[src/rtl/i2cq_pkg.sv]
package i2cq_pkg;
  localparam logic [7:0] ADDR_CFG      = 8'h00;
  localparam logic [7:0] ADDR_CFG_SET  = 8'h04;
  localparam logic [7:0] ADDR_IRQ      = 8'h40;
  localparam logic [7:0] ADDR_IRQ_SET  = 8'h44;
  localparam logic [7:0] ADDR_IRQ_CLR  = 8'h48;
  localparam logic [7:0] ADDR_QCTL     = 8'h60;
  localparam logic [7:0] ADDR_QCTL_SET = 8'h64;
  localparam logic [7:0] ADDR_QCTL_CLR = 8'h68;
  localparam logic [7:0] ADDR_QSTAT    = 8'h70;
  localparam logic [7:0] ADDR_CMDQ     = 8'h80;
  localparam logic [7:0] ADDR_RXQ      = 8'h90;
  localparam logic [7:0] ADDR_TXQ      = 8'hA0;

  localparam int RUN_BIT     = 5;
  localparam int PIO_BIT     = 2;
  localparam int SRST_BIT    = 31;
  localparam int RXEMPTY_BIT = 13;
  localparam int DIR_BIT     = 16;

  typedef enum logic [2:0] {
    SEL_NONE, SEL_CFG, SEL_IRQ, SEL_QCTL, SEL_QSTAT, SEL_RX
  } rdsel_t;

  typedef struct packed {
    logic   cfgLoad;
    logic   cfgSet;
    logic   irqLoad;
    logic   irqSet;
    logic   irqClr;
    logic   qLoad;
    logic   qSet;
    logic   qClr;
    logic   cmdPush;
    logic   txPush;
    logic   rxPop;
    logic   softRst;
    logic   rdEn;
    rdsel_t rdSel;
  } strobe_t;
endpackage

[src/rtl/i2cq_fifo.sv]
module i2cq_fifo #(
  parameter int WIDTH = 32,
  parameter int DEPTH = 16,
  localparam int AW = (DEPTH > 1) ? $clog2(DEPTH) : 1,
  localparam int CW = $clog2(DEPTH + 1)
) (
  input  logic             clk,
  input  logic             rstN,
  input  logic             clr,
  input  logic             push,
  input  logic [WIDTH-1:0] din,
  input  logic             pop,
  output logic [WIDTH-1:0] dout,
  output logic             full,
  output logic             empty,
  output logic [CW-1:0]    count
);
  localparam logic [CW-1:0] FULL_CNT = CW'(DEPTH);
  localparam logic [AW-1:0] LAST_PTR = AW'(DEPTH - 1);

  logic [WIDTH-1:0] mem [DEPTH];
  logic [AW-1:0]    rdPtr, wrPtr;
  logic             doPush, doPop;

  assign full   = (count == FULL_CNT);
  assign empty  = (count == '0);
  assign doPush = push && !full;
  assign doPop  = pop && !empty;
  assign dout   = mem[rdPtr];

  function automatic logic [AW-1:0] nextPtr(input logic [AW-1:0] p);
    return (p == LAST_PTR) ? '0 : p + 1'b1;
  endfunction

  always_ff @(posedge clk) begin
    if (doPush) mem[wrPtr] <= din;
  end

  always_ff @(posedge clk or negedge rstN) begin
    if (!rstN) begin
      rdPtr <= '0;
      wrPtr <= '0;
      count <= '0;
    end else if (clr) begin
      rdPtr <= '0;
      wrPtr <= '0;
      count <= '0;
    end else begin
      if (doPush) wrPtr <= nextPtr(wrPtr);
      if (doPop)  rdPtr <= nextPtr(rdPtr);
      count <= count + CW'(doPush) - CW'(doPop);
    end
  end


  full_drop_chk: assert property (@(posedge clk) disable iff (!rstN)
    (push && full && !pop && !clr) |=> (count == $past(count)));
endmodule

[src/rtl/i2cq_ctrl.sv]
module i2cq_ctrl
  import i2cq_pkg::*;
(
  input  logic       busWrEn,
  input  logic       busRdEn,
  input  logic [7:0] busAddr,
  input  logic       srstBit,
  output strobe_t    stb
);
  always_comb begin
    stb       = '0;
    stb.rdSel = SEL_NONE;
    stb.rdEn  = busRdEn;
    if (busWrEn) begin
      unique case (busAddr)
        ADDR_CFG:      begin stb.cfgLoad = 1'b1; stb.softRst = srstBit; end
        ADDR_CFG_SET:  begin stb.cfgSet  = 1'b1; stb.softRst = srstBit; end
        ADDR_IRQ:      stb.irqLoad = 1'b1;
        ADDR_IRQ_SET:  stb.irqSet  = 1'b1;
        ADDR_IRQ_CLR:  stb.irqClr  = 1'b1;
        ADDR_QCTL:     stb.qLoad   = 1'b1;
        ADDR_QCTL_SET: stb.qSet    = 1'b1;
        ADDR_QCTL_CLR: stb.qClr    = 1'b1;
        ADDR_CMDQ:     stb.cmdPush = 1'b1;
        ADDR_TXQ:      stb.txPush  = 1'b1;
        default: ;
      endcase
    end
    if (busRdEn) begin
      unique case (busAddr)
        ADDR_CFG, ADDR_CFG_SET:                 stb.rdSel = SEL_CFG;
        ADDR_IRQ, ADDR_IRQ_SET, ADDR_IRQ_CLR:   stb.rdSel = SEL_IRQ;
        ADDR_QCTL, ADDR_QCTL_SET, ADDR_QCTL_CLR: stb.rdSel = SEL_QCTL;
        ADDR_QSTAT:                             stb.rdSel = SEL_QSTAT;
        ADDR_RXQ: begin
          stb.rdSel = SEL_RX;
          stb.rxPop = 1'b1;
        end
        default: ;
      endcase
    end
  end
endmodule

[src/rtl/i2cq_datapath.sv]
module i2cq_datapath
  import i2cq_pkg::*;
#(
  parameter int CMD_DEPTH = 16,
  parameter int TX_DEPTH  = 8,
  parameter int RX_DEPTH  = 8,
  parameter int BUDGET_W  = 20,
  localparam int CCW = $clog2(CMD_DEPTH + 1),
  localparam int TCW = $clog2(TX_DEPTH + 1),
  localparam int RCW = $clog2(RX_DEPTH + 1)
) (
  input  logic        clk,
  input  logic        rstN,
  input  strobe_t     stb,
  input  logic [31:0] busWdata,
  output logic [31:0] busRdata,
  output logic        cmdValid,
  output logic [31:0] cmdWord,
  input  logic        cmdReady,
  output logic        txValid,
  output logic [7:0]  txByte,
  input  logic        txReady,
  input  logic        rxValid,
  input  logic [7:0]  rxByte,
  input  logic [7:0]  irqEvt,
  output logic        irqOut,
  output logic        pioMode
);
  logic [30:0]         cfgReg;
  logic [7:0]          irqStat, irqEn, statNext, enNext;
  logic                runBit, pioBit, runNext, pioNext;
  logic [BUDGET_W-1:0] budget;
  logic [1:0]          lane;

  // interrupt register: set/clear aliases, events win over clears
  always_comb begin
    statNext = irqStat;
    enNext   = irqEn;
    if (stb.irqLoad) {enNext, statNext} = busWdata[15:0];
    if (stb.irqSet)  {enNext, statNext} = {enNext, statNext} | busWdata[15:0];
    if (stb.irqClr)  {enNext, statNext} = {enNext, statNext} & ~busWdata[15:0];
    statNext = statNext | irqEvt;
  end

  always_comb begin
    runNext = runBit;
    pioNext = pioBit;
    if (stb.qLoad) begin runNext = busWdata[RUN_BIT]; pioNext = busWdata[PIO_BIT]; end
    if (stb.qSet)  begin runNext |= busWdata[RUN_BIT]; pioNext |= busWdata[PIO_BIT]; end
    if (stb.qClr)  begin
      runNext &= ~busWdata[RUN_BIT];
      pioNext &= ~busWdata[PIO_BIT];
    end
  end

  always_ff @(posedge clk or negedge rstN) begin
    if (!rstN) begin
      cfgReg <= '0; irqStat <= '0; irqEn <= '0; runBit <= 1'b0; pioBit <= 1'b0;
    end else if (stb.softRst) begin
      cfgReg <= '0; irqStat <= '0; irqEn <= '0; runBit <= 1'b0; pioBit <= 1'b0;
    end else begin
      if (stb.cfgLoad)     cfgReg <= busWdata[30:0];
      else if (stb.cfgSet) cfgReg <= cfgReg | busWdata[30:0];
      irqStat <= statNext;
      irqEn   <= enNext;
      runBit  <= runNext;
      pioBit  <= pioNext;
    end
  end

  assign irqOut  = |(irqStat & irqEn);
  assign pioMode = pioBit;

  // command queue, gated by the run bit
  logic           cmdFull, cmdEmpty;
  logic [CCW-1:0] cmdCount;
  assign cmdValid = runBit && !cmdEmpty;

  i2cq_fifo #(.WIDTH(32), .DEPTH(CMD_DEPTH)) u_cmdq (
    .clk, .rstN, .clr(stb.softRst),
    .push(stb.cmdPush), .din(busWdata), .pop(cmdValid && cmdReady),
    .dout(cmdWord), .full(cmdFull), .empty(cmdEmpty), .count(cmdCount)
  );

  // transmit byte budget and word queue
  logic [15:0] addBytes;
  logic [2:0]  take;
  logic        txFull, txEmpty, txAccept, txPopW, lastLane;
  logic [33:0] txHead;
  logic [TCW-1:0] txCount;

  assign addBytes = (stb.cmdPush && !cmdFull && busWdata[DIR_BIT]) ? busWdata[15:0] : 16'd0;
  assign take     = (budget >= BUDGET_W'(4)) ? 3'd4 : budget[2:0];
  assign txAccept = stb.txPush && (take != 3'd0) && !txFull;

  always_ff @(posedge clk or negedge rstN) begin
    if (!rstN)            budget <= '0;
    else if (stb.softRst) budget <= '0;
    else budget <= budget + BUDGET_W'(addBytes) - BUDGET_W'(txAccept ? take : 3'd0);
  end

  i2cq_fifo #(.WIDTH(34), .DEPTH(TX_DEPTH)) u_txq (
    .clk, .rstN, .clr(stb.softRst),
    .push(txAccept), .din({2'(take - 3'd1), busWdata}), .pop(txPopW),
    .dout(txHead), .full(txFull), .empty(txEmpty), .count(txCount)
  );

  assign txValid  = !txEmpty;
  assign txByte   = txHead[{lane, 3'b000} +: 8];
  assign lastLane = (lane == txHead[33:32]);
  assign txPopW   = txValid && txReady && lastLane;

  always_ff @(posedge clk or negedge rstN) begin
    if (!rstN)                    lane <= '0;
    else if (stb.softRst)         lane <= '0;
    else if (txValid && txReady)  lane <= lastLane ? 2'd0 : lane + 2'd1;
  end

  // receive queue
  logic           rxFull, rxEmpty;
  logic [7:0]     rxHead;
  logic [RCW-1:0] rxCount;

  i2cq_fifo #(.WIDTH(8), .DEPTH(RX_DEPTH)) u_rxq (
    .clk, .rstN, .clr(stb.softRst),
    .push(rxValid), .din(rxByte), .pop(stb.rxPop),
    .dout(rxHead), .full(rxFull), .empty(rxEmpty), .count(rxCount)
  );

  // registered read path
  logic [31:0] rdMux;
  always_comb begin
    unique case (stb.rdSel)
      SEL_CFG:   rdMux = {1'b0, cfgReg};
      SEL_IRQ:   rdMux = {16'd0, irqEn, irqStat};
      SEL_QCTL:  rdMux = (32'(runBit) << RUN_BIT) | (32'(pioBit) << PIO_BIT);
      SEL_QSTAT: rdMux = 32'(cmdCount) | (32'(rxEmpty) << RXEMPTY_BIT);
      SEL_RX:    rdMux = rxEmpty ? 32'd0 : {24'd0, rxHead};
      default:   rdMux = 32'd0;
    endcase
  end

  always_ff @(posedge clk or negedge rstN) begin
    if (!rstN)         busRdata <= '0;
    else if (stb.rdEn) busRdata <= rdMux;
  end


  evt_sticky_chk: assert property (@(posedge clk) disable iff (!rstN)
    (irqEvt != 8'd0 && !stb.softRst) |=> ((irqStat & $past(irqEvt)) == $past(irqEvt)));


  run_stop_chk: assert property (@(posedge clk) disable iff (!rstN)
    (stb.qClr && busWdata[RUN_BIT] && !stb.qSet && !stb.qLoad) |=> !cmdValid);


  soft_rst_chk: assert property (@(posedge clk) disable iff (!rstN)
    stb.softRst |=> (cmdCount == '0 && rxEmpty && !txValid && irqStat == 8'd0 && !runBit));


  no_budget_chk: assert property (@(posedge clk) disable iff (!rstN)
    (stb.txPush && budget == '0 && !txPopW && !stb.softRst) |=> (txCount == $past(txCount)));
endmodule

[src/rtl/i2cq_regs.sv]
module i2cq_regs #(
  parameter int CMD_DEPTH = 16,
  parameter int TX_DEPTH  = 8,
  parameter int RX_DEPTH  = 8,
  parameter int BUDGET_W  = 20
) (
  input  logic        clk,
  input  logic        rstN,
  input  logic        busWrEn,
  input  logic        busRdEn,
  input  logic [7:0]  busAddr,
  input  logic [31:0] busWdata,
  output logic [31:0] busRdata,
  output logic        cmdValid,
  output logic [31:0] cmdWord,
  input  logic        cmdReady,
  output logic        txValid,
  output logic [7:0]  txByte,
  input  logic        txReady,
  input  logic        rxValid,
  input  logic [7:0]  rxByte,
  input  logic [7:0]  irqEvt,
  output logic        irqOut,
  output logic        pioMode
);
  i2cq_pkg::strobe_t stb;

  i2cq_ctrl u_ctrl (
    .busWrEn, .busRdEn, .busAddr,
    .srstBit(busWdata[i2cq_pkg::SRST_BIT]),
    .stb
  );

  i2cq_datapath #(
    .CMD_DEPTH(CMD_DEPTH), .TX_DEPTH(TX_DEPTH),
    .RX_DEPTH(RX_DEPTH), .BUDGET_W(BUDGET_W)
  ) u_dp (
    .clk, .rstN, .stb, .busWdata, .busRdata,
    .cmdValid, .cmdWord, .cmdReady,
    .txValid, .txByte, .txReady,
    .rxValid, .rxByte, .irqEvt, .irqOut, .pioMode
  );
endmodule

[config.mk]
export PLATFORM = sky130hd
export DESIGN_NAME = i2cq_regs
export DESIGN_NICKNAME = d
export VERILOG_FILES = /design/src/rtl/i2cq_pkg.sv /design/src/rtl/i2cq_fifo.sv /design/src/rtl/i2cq_ctrl.sv /design/src/rtl/i2cq_datapath.sv /design/src/rtl/i2cq_regs.sv
export SDC_FILE = /design/constraint.sdc
export NUM_CORES = 1
export LEC_CHECK = 0
export BUFFER_PORTS_ARGS = -buffer_cell sky130_fd_sc_hd__buf_2
export CAP_MARGIN = 15
export CORE_MARGIN = 2
export CORE_UTILIZATION = 25
export DETAILED_ROUTE_END_ITERATION = 12
export GPL_ROUTABILITY_DRIVEN = 0
export SLEW_MARGIN = 10
export SYNTH_ARGS = -nofsm -noshare
export SYNTH_HDL_FRONTEND = slang
export SYNTH_SLANG_ARGS = --single-unit
[constraint.sdc]
create_clock -name clk -period 5.1 [get_ports clk]
set_input_delay 0.765 -clock clk [delete_from_list [all_inputs] [get_ports clk]]
set_output_delay 0.765 -clock clk [all_outputs]
set_load 0.01 [all_outputs]
==> results.md <==
* Layout cell share with drive strength beyond 1 at 0.291
* # clock sinks at 983
* Final WL at 99900 um
* Drt via density at 4.60
* Maximum vdd drop at 0.000275 V
* 1st-pass router iterations at 6
* PortBufs at 137
* Final Hold Violating Endpoints at 0
* Pint at 14700 uW
* Pwr dens at 433 nW/um2
* Period utilization at 0.914
* Peak Freq at 214 MHz
* Crit path max fanout at 10
* Reg2Reg Launch Point: u_dp.budget[17]$_DFF_PN0_
* Critical Path Start: u_dp.budget[17]$_DFF_PN0_
* Syn Std Cell Area at 39700 um2
* Clk slew on worst S/H paths at 0.06 ns
* Slew HR at 0.212
* RSZ-0062 raised after global routing: no
* Yosys reg bits at 983
* Num CTS Buffers at 95
* Leading area contributor after synthesis: edfxtp_1
* Synth async-reset ratio at 0.137
* Number of synthesized flops with an enable pin at 848
* Final setup violation count at 0
* Sw frac at 0.271
* I/O pin count at 139
* Final Skew at 0.0270 ns
* Initial detailed-routing violation count at 1931
* DR WL/cell at 22.8 um
* Leak at 0.0155 uW
* Seq/Total Area, Yosys at 0.727
* Area growth syn-to-layout at 17.2%
* Synthesized Nets at 2146
* Pin count of the biggest net entering global routing at 85
* Setup TNS at 0 ns
* Ys Warns at 0
* Crit. End Element: register
* Max-cap violation count at 0
* Count of pins over their slew limit at 0
* Die area at 162000 um2
* Primary FF master, synth: edfxtp_1
* Via Count at 20100
* Critical path data required time at 5.63 ns
* Grt total ovfl at 0
* Gr usage total at 0.122
* Detail Route Antenna Nets at 0
* Crit path top cell by count: ha_1
* Sw power at 5450 uW
* Hold crit path type: primary input to asynchronous set/reset pin
* Tmin final at 4.66 ns
* Status: finished, final reports clean
* Syn avg cell area at 19.8 um2
* Initial antenna violation count at 12
* Initial core utilization at 0.251
* Core region area at 158000 um2
* Crit path DAT at 5.19 ns
* Die X at 402 um
* Synth area leaders: edfxtp_1 64%, mux4_2 15%, dfrtp_1 8.5%, ha_1 2.2%, a22o_1 1.0%
* Cells along the critical path: inv_1 > ha_1 > inv_1 > a41o_1 > a21boi_1 > nor2_1 > nand2_2 > ha_1 > nand2_1 > o31ai_4 > nor2_1 > ha_1 > inv_1 > ha_1 > fa_1 > a21o_1 > a221oi_1 > o21a_1 > nor3_1 > a2111oi_1
* Logic pwr share at 0.193
* TritonCTS clock tree: done
* Longest Clk Path Bufs at 3
* Total power at 20100 uW
* CP Launch Type: register
* DRC viols at 0
* CTS HTree Levels at 3
* FP Rows at 146
* Post-synth top area share at 0.642
* Post-Syn Instances at 2008
* Synth cell types at 62
* Die height at 402 um
* Clock share of power at 0.342
* Clock Latency Late Sink at 0.68 ns
* CP peak stage delay at 0.47 ns
* Crit path kind: register to register
* DPL Wire Length at 61300 um
* Slowest cell on crit path: fa_1
* First-pass GRT wire length at 145000 um
* Root Buffer: clkbuf_16
* Final nets at 2361
* Slew @ Worst Pin at 1.18 ns
* Finished Core Util at 0.294
* Reg power frac at 0.465
* Vias in the first global route at 20400
[cell usage in the layout (no fill, tap or decap), types with 10 or more instances in the layout]
| cell type | netlist | final |
|---|---|---|
| a211oi_1 | 22 | 22 |
| a21o_1 | 17 | 17 |
| a21oi_1 | 46 | 46 |
| a22o_1 | 46 | 46 |
| and2_1 | 12 | 12 |
| buf_12 | 0 | 11 |
| buf_2 | 23 | 136 |
| buf_4 | 1 | 68 |
| clkbuf_1 | 52 | 14 |
| clkbuf_16 | 0 | 95 |
| clkinv_1 | 0 | 19 |
| clkinv_2 | 0 | 20 |
| dfrtp_1 | 135 | 129 |
| edfxtp_1 | 848 | 848 |
| ha_1 | 69 | 69 |
| inv_1 | 81 | 81 |
| mux2_2 | 10 | 10 |
| mux2i_1 | 17 | 17 |
| mux4_2 | 260 | 260 |
| nand2_1 | 57 | 56 |
| nand3_1 | 11 | 11 |
| nor2_1 | 71 | 57 |
| nor2_4 | 0 | 14 |
| nor2b_1 | 11 | 10 |
| nor3_1 | 25 | 17 |
| o21a_1 | 12 | 12 |
| o21ai_0 | 23 | 23 |
| xnor2_1 | 12 | 12 |
| xor2_1 | 10 | 10 |
[worst paths after layout]
check / end / slack [ns] / depth (start not counted)
max: u_dp.budget[12]$_DFF_PN0_ / 0.44 / 20
max reg2reg: u_dp.budget[12]$_DFF_PN0_ / 0.44 / 20
min reg2reg: u_dp.busRdata[7]$_DFFE_PN0P_ / 0.47 / 2
min in group clk: u_dp.irqStat[5]$_DFF_PN0_ / 0.32 / 2
max in group asynchronous: u_dp.u_txq.rdPtr[0]$_DFFE_PN0P_ / 3.89 / 2
min: u_dp.runBit$_DFF_PN0_ / 0.09 / 1
[routing by layer]
metal / share of wire / wire length (um) / vias up / track usage
li1: - / - / 8619 / -
met1: 0.43 / 43400 / 10700 / 0.169
met2: 0.48 / 47800 / 684 / 0.197
met3: 0.068 / 6820 / 117 / 0.0251
met4: 0.018 / 1820 / 6 / 0.0284
met5: 0.00037 / 37 / - / 0
[through the flow]
| stage | hold WS [ns] | cells | setup slack [ns] | cell area [um2] |
|---|---|---|---|---|
| 4_1_cts | 0.0835 | 4370 | 0.194 | 46500 |
| 3_5_place_dp | 0.470 | 4197 | 0.237 | 43500 |
| 2_1_floorplan | 0.447 | 2008 | 0.0879 | 39700 |
| 3_3_place_gp | 0.457 | 4197 | 0.376 | 43500 |
| 5_1_grt | 0.121 | 4371 | 0.0319 | 46500 |
| 6_report | 0.0901 | 4373 | 0.438 | 46500 |
[power groups by stage]
stage	registers (uW)	logic, uW	clock network (uW)
finish	9360	3890	6880
global route	9410	4310	7350
CTS	9370	3970	7040
detailed placement	9540	3940	0
global placement	9540	3910	0
floorplan	9310	2940	0
[area by class of cell]
| type | count | area (um2) |
|---|---|---|
| fill | 15300 | 112000 |
| antenna | 2 | 5.00 |
| clock buffer | 113 | 2480 |
| timing repair buffer | 216 | 1420 |
| tap | 2072 | 2590 |
| inverter | 81 | 304 |
| sequential | 983 | 28900 |
| clock inverter | 60 | 538 |
| multi-input combinational | 846 | 10300 |
[flip-flops by register name, summed over array words and instances, names as in the netlist, 4 cells and up]
name	count
u_dp.u_rxq.count	4
u_dp.budget	20
u_dp.u_cmdq.rdPtr	4
u_dp.u_txq.mem	272
u_dp.u_txq.count	4
u_dp.u_cmdq.wrPtr	4
u_dp.u_rxq.mem	64
u_dp.busRdata	31
u_dp.u_cmdq.count	5
u_dp.cfgReg	31
u_dp.u_cmdq.mem	512
u_dp.irqStat	8
u_dp.irqEn	8
[critical path: cells and delay by family, from the launching register on]
family / cells / cell delay, ns
compound gates: 7 / 2.04
fa+ha+maj: 5 / 1.28
simple gates: 5 / 0.65
flops: 1 / 0.39
buf+inv: 3 / 0.17
[cell usage after synthesis (all sizes together) (27+ instances only)]
library cell / n
nand2: 58
nor2: 71
a21oi: 46
o21ai: 27
buf: 46
clkbuf: 52
ha: 69
mux4: 260
edfxtp: 848
a22o: 46
dfrtp: 135
inv: 81
[logic make-up after synthesis]
family          after synthesis  synth area share
xor+xnor                     22           0.00486
flops                       983             0.727
fa+ha+maj                    75            0.0248
buf+inv                     179            0.0189
mux                         287             0.155
compound gates              219            0.0396
simple gates                242            0.0303
other cells                   1         0.0000945
[timing repair]
item / CTS / global route
setup buffers: 0 / 1
resized for setup: 0 / 3
hold buffers: 0 / 0
endpoints found under the hold margin: 0 / 0
endpoints found under the setup margin: 0 / 6
Note: power is estimated with default switching activity, not from simulation.
